**src/rtl/irq_status_pkg.sv**
```systemverilog
package irq_status_pkg;
  localparam int STAT_W  = 8;
  localparam int NSRC    = 3;
  localparam int BIT_PF  = 0;
  localparam int BIT_ALM = 1;
  localparam int BIT_PER = 2;
  localparam int BIT_FTU = 4;

  typedef enum logic [1:0] {
    REF_32K = 2'd0,
    REF_1M  = 2'd1,
    REF_2M  = 2'd2,
    REF_4M  = 2'd3
  } ref_sel_e;

  function automatic int unsigned ref_shift(input ref_sel_e s);
    case (s)
      REF_2M:  return 1;
      REF_4M:  return 2;
      default: return 0;
    endcase
  endfunction
endpackage

```
**src/rtl/alarm_delay.sv**
```systemverilog
module alarm_delay
  import irq_status_pkg::*;
#(
  parameter int ALARM_DLY = 16
) (
  input  logic       clk,
  input  logic       rst,
  input  logic [1:0] ref_sel,
  input  logic       hit,
  output logic       fire
);
  localparam int CW = $clog2(ALARM_DLY + 1);

  logic [CW-1:0] cnt_q;
  logic          active_q;
  logic [CW-1:0] load_val;

  always_comb begin
    load_val = (CW'(ALARM_DLY) >> ref_shift(ref_sel_e'(ref_sel))) - CW'(1);
  end

  assign fire = active_q && (cnt_q == '0);

  always_ff @(posedge clk) begin
    if (rst) begin
      cnt_q    <= '0;
      active_q <= 1'b0;
    end else if (active_q) begin
      if (cnt_q == '0) active_q <= 1'b0;
      else             cnt_q    <= cnt_q - CW'(1);
    end else if (hit) begin
      cnt_q    <= load_val;
      active_q <= 1'b1;
    end
  end

  // the wait counter never exceeds the longest delay
  p_cnt_bound_r4: assert property (@(posedge clk) disable iff (rst)
    active_q |-> (cnt_q < CW'(ALARM_DLY)));
  // a fire ends the wait, so the next cycle cannot fire
  p_single_fire_r4: assert property (@(posedge clk) disable iff (rst)
    fire |=> !fire);
endmodule

```
**src/rtl/status_flags.sv**
```systemverilog
module status_flags
  import irq_status_pkg::*;
(
  input  logic              clk,
  input  logic              rst,
  input  logic [NSRC-1:0]   src_evt,
  input  logic              rd,
  output logic [STAT_W-1:0] rdata,
  output logic              irq_n
);
  logic [NSRC-1:0]   src_q;
  logic [NSRC-1:0]   src_nxt;
  logic              ftu_q;
  logic [STAT_W-1:0] word;

  // clear by read, then set by new events: a same-cycle event survives
  always_comb begin
    for (int i = 0; i < NSRC; i++) begin
      src_nxt[i] = (src_q[i] & ~rd) | src_evt[i];
    end
  end

  always_comb begin
    word          = '0;
    word[BIT_PF]  = src_q[0];
    word[BIT_ALM] = src_q[1];
    word[BIT_PER] = src_q[2];
    word[BIT_FTU] = ftu_q;
  end

  always_ff @(posedge clk) begin
    if (rst) begin
      src_q <= '0;
      ftu_q <= 1'b1;
      rdata <= '0;
      irq_n <= 1'b1;
    end else begin
      src_q <= src_nxt;
      irq_n <= ~(|src_nxt);
      if (rd) begin
        rdata <= word;
        ftu_q <= 1'b0;
      end
    end
  end

  // read data equals the word held before the read edge
  p_read_snapshot_r5: assert property (@(posedge clk) disable iff (rst)
    rd |=> (rdata == $past(word)));
  // an event in the read cycle remains pending
  p_event_kept_r6: assert property (@(posedge clk) disable iff (rst)
    (rd && (|src_evt)) |=> !irq_n);
  // a periodic event lands in its flag
  p_periodic_sets_r3: assert property (@(posedge clk) disable iff (rst)
    src_evt[2] |=> word[BIT_PER]);
  // first-time-up alone keeps the interrupt released
  p_ftu_quiet_r1: assert property (@(posedge clk) disable iff (rst)
    (src_q == '0) |-> irq_n);
endmodule

```
**src/rtl/supply_ctrl.sv**
```systemverilog
module supply_ctrl (
  input  logic clk,
  input  logic rst,
  input  logic pd_write,
  input  logic wake_evt,
  input  logic sys_ok,
  output logic pse
);
  always_ff @(posedge clk) begin
    if (rst)                           pse <= 1'b1;
    else if (pd_write)                 pse <= 1'b0;
    else if (!pse && wake_evt && sys_ok) pse <= 1'b1;
  end

  // power-down write turns the supply off
  p_pd_off_r7: assert property (@(posedge clk) disable iff (rst)
    pd_write |=> !pse);
  // a valid-supply event wakes the supply
  p_wake_r8: assert property (@(posedge clk) disable iff (rst)
    (!pse && !pd_write && wake_evt && sys_ok) |=> pse);
  // no wake without a valid supply
  p_no_wake_r8: assert property (@(posedge clk) disable iff (rst)
    (!pse && !sys_ok) |=> !pse);
endmodule

```
**src/rtl/irq_status_unit.sv**
```systemverilog
module irq_status_unit
  import irq_status_pkg::*;
#(
  parameter int ALARM_DLY = 16
) (
  input  logic              clk,
  input  logic              rst,
  input  logic [1:0]        ref_sel,
  input  logic              pwr_fail,
  input  logic              pwr_sense_en,
  input  logic              alarm_hit,
  input  logic              periodic_tick,
  input  logic              status_rd,
  output logic [STAT_W-1:0] status_rdata,
  input  logic              pd_write,
  input  logic              sys_ok,
  output logic              irq_n,
  output logic              pse
);
  logic            pf_d;
  logic            pf_evt;
  logic            alm_fire;
  logic [NSRC-1:0] evt;

  always_ff @(posedge clk) begin
    if (rst) pf_d <= 1'b0;
    else     pf_d <= pwr_fail;
  end

  assign pf_evt = pwr_fail && !pf_d && pwr_sense_en;
  assign evt    = {periodic_tick, alm_fire, pf_evt};

  alarm_delay #(.ALARM_DLY(ALARM_DLY)) u_delay (
    .clk(clk), .rst(rst), .ref_sel(ref_sel), .hit(alarm_hit), .fire(alm_fire)
  );

  status_flags u_flags (
    .clk(clk), .rst(rst), .src_evt(evt), .rd(status_rd),
    .rdata(status_rdata), .irq_n(irq_n)
  );

  supply_ctrl u_supply (
    .clk(clk), .rst(rst), .pd_write(pd_write), .wake_evt(|evt),
    .sys_ok(sys_ok), .pse(pse)
  );

  // a qualified power-failure edge pulls the interrupt low
  p_pf_irq_r2: assert property (@(posedge clk) disable iff (rst)
    pf_evt |=> !irq_n);
  // a disabled sense path with no other source keeps the line high
  p_pf_masked_r2: assert property (@(posedge clk) disable iff (rst)
    (irq_n && !pwr_sense_en && !alarm_hit && !alm_fire && !periodic_tick) |=> irq_n);
endmodule

```
**config.mk**
```make
export PLATFORM = sky130hd
export DESIGN_NAME = irq_status_unit
export DESIGN_NICKNAME = d
export VERILOG_FILES = /design/src/rtl/irq_status_pkg.sv /design/src/rtl/alarm_delay.sv /design/src/rtl/status_flags.sv /design/src/rtl/supply_ctrl.sv /design/src/rtl/irq_status_unit.sv
export SDC_FILE = /design/constraint.sdc
export NUM_CORES = 1
export LEC_CHECK = 0
export ABC_CLOCK_PERIOD_IN_PS = 2100
export BUFFER_PORTS_ARGS = -buffer_cell sky130_fd_sc_hd__clkbuf_2
export CELL_PAD_IN_SITES_DETAIL_PLACEMENT = 0
export CELL_PAD_IN_SITES_GLOBAL_PLACEMENT = 1
export CORE_MARGIN = 2
export CORE_UTILIZATION = 37
export CTS_CLUSTER_SIZE = 25
export DETAILED_ROUTE_END_ITERATION = 8
export GPL_ROUTABILITY_DRIVEN = 0
export GPL_TIMING_DRIVEN = 0
export PLACE_DENSITY_LB_ADDON = 0.1
export SETUP_SLACK_MARGIN = 0.3
export SYNTH_ARGS = -nofsm -noshare
export SYNTH_HDL_FRONTEND = slang
export SYNTH_SLANG_ARGS = --single-unit
```
**constraint.sdc**
```tcl
create_clock -name clk -period 2.1 [get_ports clk]
set_clock_uncertainty 0.15 [all_clocks]
set_input_delay 0.315 -clock clk [delete_from_list [all_inputs] [get_ports clk]]
set_output_delay 0.315 -clock clk [all_outputs]
set_load 0.05 [all_outputs]
```
==> impl_metrics.env <==
export IMPL_synth_top_area_share_pct=43.9
export IMPL_fp_coreArea_um2=1960
export IMPL_hold_class="in -> reg"
export IMPL_first_pass_iters=2
export IMPL_synth_cell_type_count=32
export IMPL_start_util_pct=39.5
export IMPL_ys_flop_type="dfxtp_1"
export IMPL_clk_pin_slew_ps=100
export IMPL_viasPerCell=4.63
export IMPL_cp_required_ps=2130
export IMPL_yosys_top_cells_area="dfxtp_1 (44%), mux2i_1 (5.2%), nor2_1 (4.4%), a221oi_2 (3.9%), buf_4 (3.9%)"
export IMPL_dp_cells=122
export IMPL_grt_pass1_wl_mm=2.47
export IMPL_drive_above_1_share_pct=33.3
export IMPL_die_area_um2=2480
export IMPL_routedWlPerCell_um=10.9
export IMPL_area_growth_syn_to_layout_pct=18.4
export IMPL_std_cell_rows=16
export IMPL_wirelength_mm=1.37
export IMPL_period_needed_ps=1630
export IMPL_fin_crit_sh_pct=77.8
export IMPL_grt_start_max_net_pins=11
export IMPL_clock_sinks=17
export IMPL_cts_root_buf="clkbuf_4"
export IMPL_yosysWarnings=0
export IMPL_crit_fanout=4
export IMPL_diodes=0
export IMPL_crit_type="reg -> reg"
export IMPL_drcViolationCount=0
export IMPL_maxCapViolations=0
export IMPL_clock_path_buffers=2
export IMPL_cts_hold_buf=0
export IMPL_top_layer_used="met4"
export IMPL_die_y_um=49.8
export IMPL_nFillCells=219
export IMPL_drv_slew=0
export IMPL_startpoint_type="flip-flop"
export IMPL_first_iter_violations=7
export IMPL_outcome="finished clean"
export IMPL_grt_pass1_vias=551
export IMPL_numPortBuffers=14
export IMPL_dr_wl_met2_um=558
export IMPL_setup_viol=0
export IMPL_cts_repair_resized=0
export IMPL_clock_fmax_mhz=612
export IMPL_grt_ovfl_total=0
export IMPL_wl_met1_um=745
export IMPL_synth_top_cell_by_area="dfxtp_1"
export IMPL_wl_met3_um=54
export IMPL_tns_ps=0
export IMPL_rsz0062_at_grt="no"
export IMPL_finalPower_uw=696
export IMPL_syn_inst=78
export IMPL_antenna_found_initial=0
export IMPL_hold_violations=0
export IMPL_final_cells=126
export IMPL_ant_nets=0
export IMPL_pin_count=21
export IMPL_synth_seq_area_share_pct=43.9
export IMPL_grtUsageTotal_pct=13.1
export IMPL_numCtsBuffers=3
export IMPL_post_dp_hpwl_mm=1.08
export IMPL_cts_tree="done"
export IMPL_end_kind="flip-flop"
export IMPL_final_net_count=112
export IMPL_clk_insertion_delay_late_ps=280
export IMPL_async_flop_share_pct=0
export IMPL_crit_arrival_ps=1670
export IMPL_vias=584
export IMPL_worst_ir_drop_vdd_mv=0.399
export IMPL_avgSynthCellArea_um2=9.93
export IMPL_synth_edff_count=0
export IMPL_synth_seq_cells=17
export IMPL_syn_area_um2=774
export IMPL_cts_setup_buffers=0
export IMPL_power_density_nw_per_um2=759
export IMPL_die_w_um=49.8
export IMPL_htree_num_levels=1
export IMPL_power_leakage_nw=0.427
==> power breakdown <==
part	leakage, nW	internal (mW)	switching, mW
Combinational	0.269	0.0612	0.0985
Clock	0.0177	0.0706	0.101
Sequential	0.141	0.347	0.0181
==> cells in the final DEF, fill, tap and decap left out, drive strengths merged, types with 2 or more instances in the layout <==
| cell | count |
|---|---|
| clkbuf | 18 |
| dfxtp | 17 |
| nor2 | 9 |
| buf | 7 |
| inv | 5 |
| a21oi | 4 |
| mux2i | 4 |
| conb | 4 |
| nand2 | 4 |
| and2 | 2 |
| a221oi | 2 |
| nor4 | 2 |
| o31ai | 2 |
| o211a | 2 |
| nor2b | 2 |
| o21ai | 2 |
==> worst paths after layout <==
path	endpoint	slack, ps	depth (start not counted)	startpoint
setup / recovery	u_supply.pse$_SDFFE_PP1P_	470	5	u_delay.cnt_q[0]$_SDFFE_PP0P_
hold / removal	u_supply.pse$_SDFFE_PP1P_	50	2	pd_write
setup reg to reg	u_supply.pse$_SDFFE_PP1P_	470	5	u_delay.cnt_q[0]$_SDFFE_PP0P_
hold reg to reg	u_flags.ftu_q$_SDFFE_PP1P_	320	1	u_flags.ftu_q$_SDFFE_PP1P_
==> flip-flops by register name, indices dropped and copies added, names as in the netlist <==
| signal | count |
|---|---|
| pf_d | 1 |
| u_delay.active_q | 1 |
| u_delay.cnt_q | 5 |
| u_flags.ftu_q | 1 |
| u_flags.irq_n | 1 |
| u_flags.rdata | 4 |
| u_flags.src_q | 3 |
| u_supply.pse | 1 |
==> layout make-up <==
type                            instances  area [um2]  share of cell area (%)
Timing Repair Buffer                   14        70.1                    7.64
Tap cell                               27        33.8                    3.68
Sequential cell                        17         340                    37.1
Clock buffer                            3        22.5                    2.46
Multi-Input combinational cell         51         378                    41.2
Buffer                                  8        48.8                    5.32
Clock inverter                          1        5.00                   0.546
Inverter                                5        18.8                    2.05
==> worst max-delay path: stages, from the launching register on <==
cell and delay (ps):
dfxtp_1 380, inv_1 80, ha_1 250, and4bb_4 240, a2111oi_4 330, o31ai_1 100
==> per-layer routing <==
layer,track usage [%],up-vias
li1,-,310
met3,2.73,2
met2,18.7,12
met5,0,-
met4,5.56,0
met1,18.9,260
==> Yosys cell counts, types with 2 or more instances <==
master,count
dfxtp_1,17
nor2_1,9
a21oi_1,4
buf_4,4
inv_1,4
mux2i_1,4
buf_2,3
nand2_1,3
a221oi_2,2
and2_1,2
nor2b_1,2
nor4_1,2
o211a_1,2
o31ai_1,2
==> cells by family after synthesis <==
family,share of synthesized area [%]
multiplexers,5.17
AND/OR/NAND/NOR,18.3
AO/OA/AOI/OAI,21.8
buffers and inverters,8.72
other,0.484
flip-flops,43.9
adder cells (fa/ha/maj),1.62
==> per-stage QoR <==
stage               hold slack, ps  util [%]  instance area [um2]  setup WS [ps]
floorplan                      267         -                  786            557
global placement               293      45.3                  890            474
detailed placement             303      45.3                  890            452
CTS                           44.4      46.7                  917            441
global route                  60.0      46.7                  917            336
finish                        47.6      46.7                  917            466
Note: power is estimated with default switching activity, not from simulation.
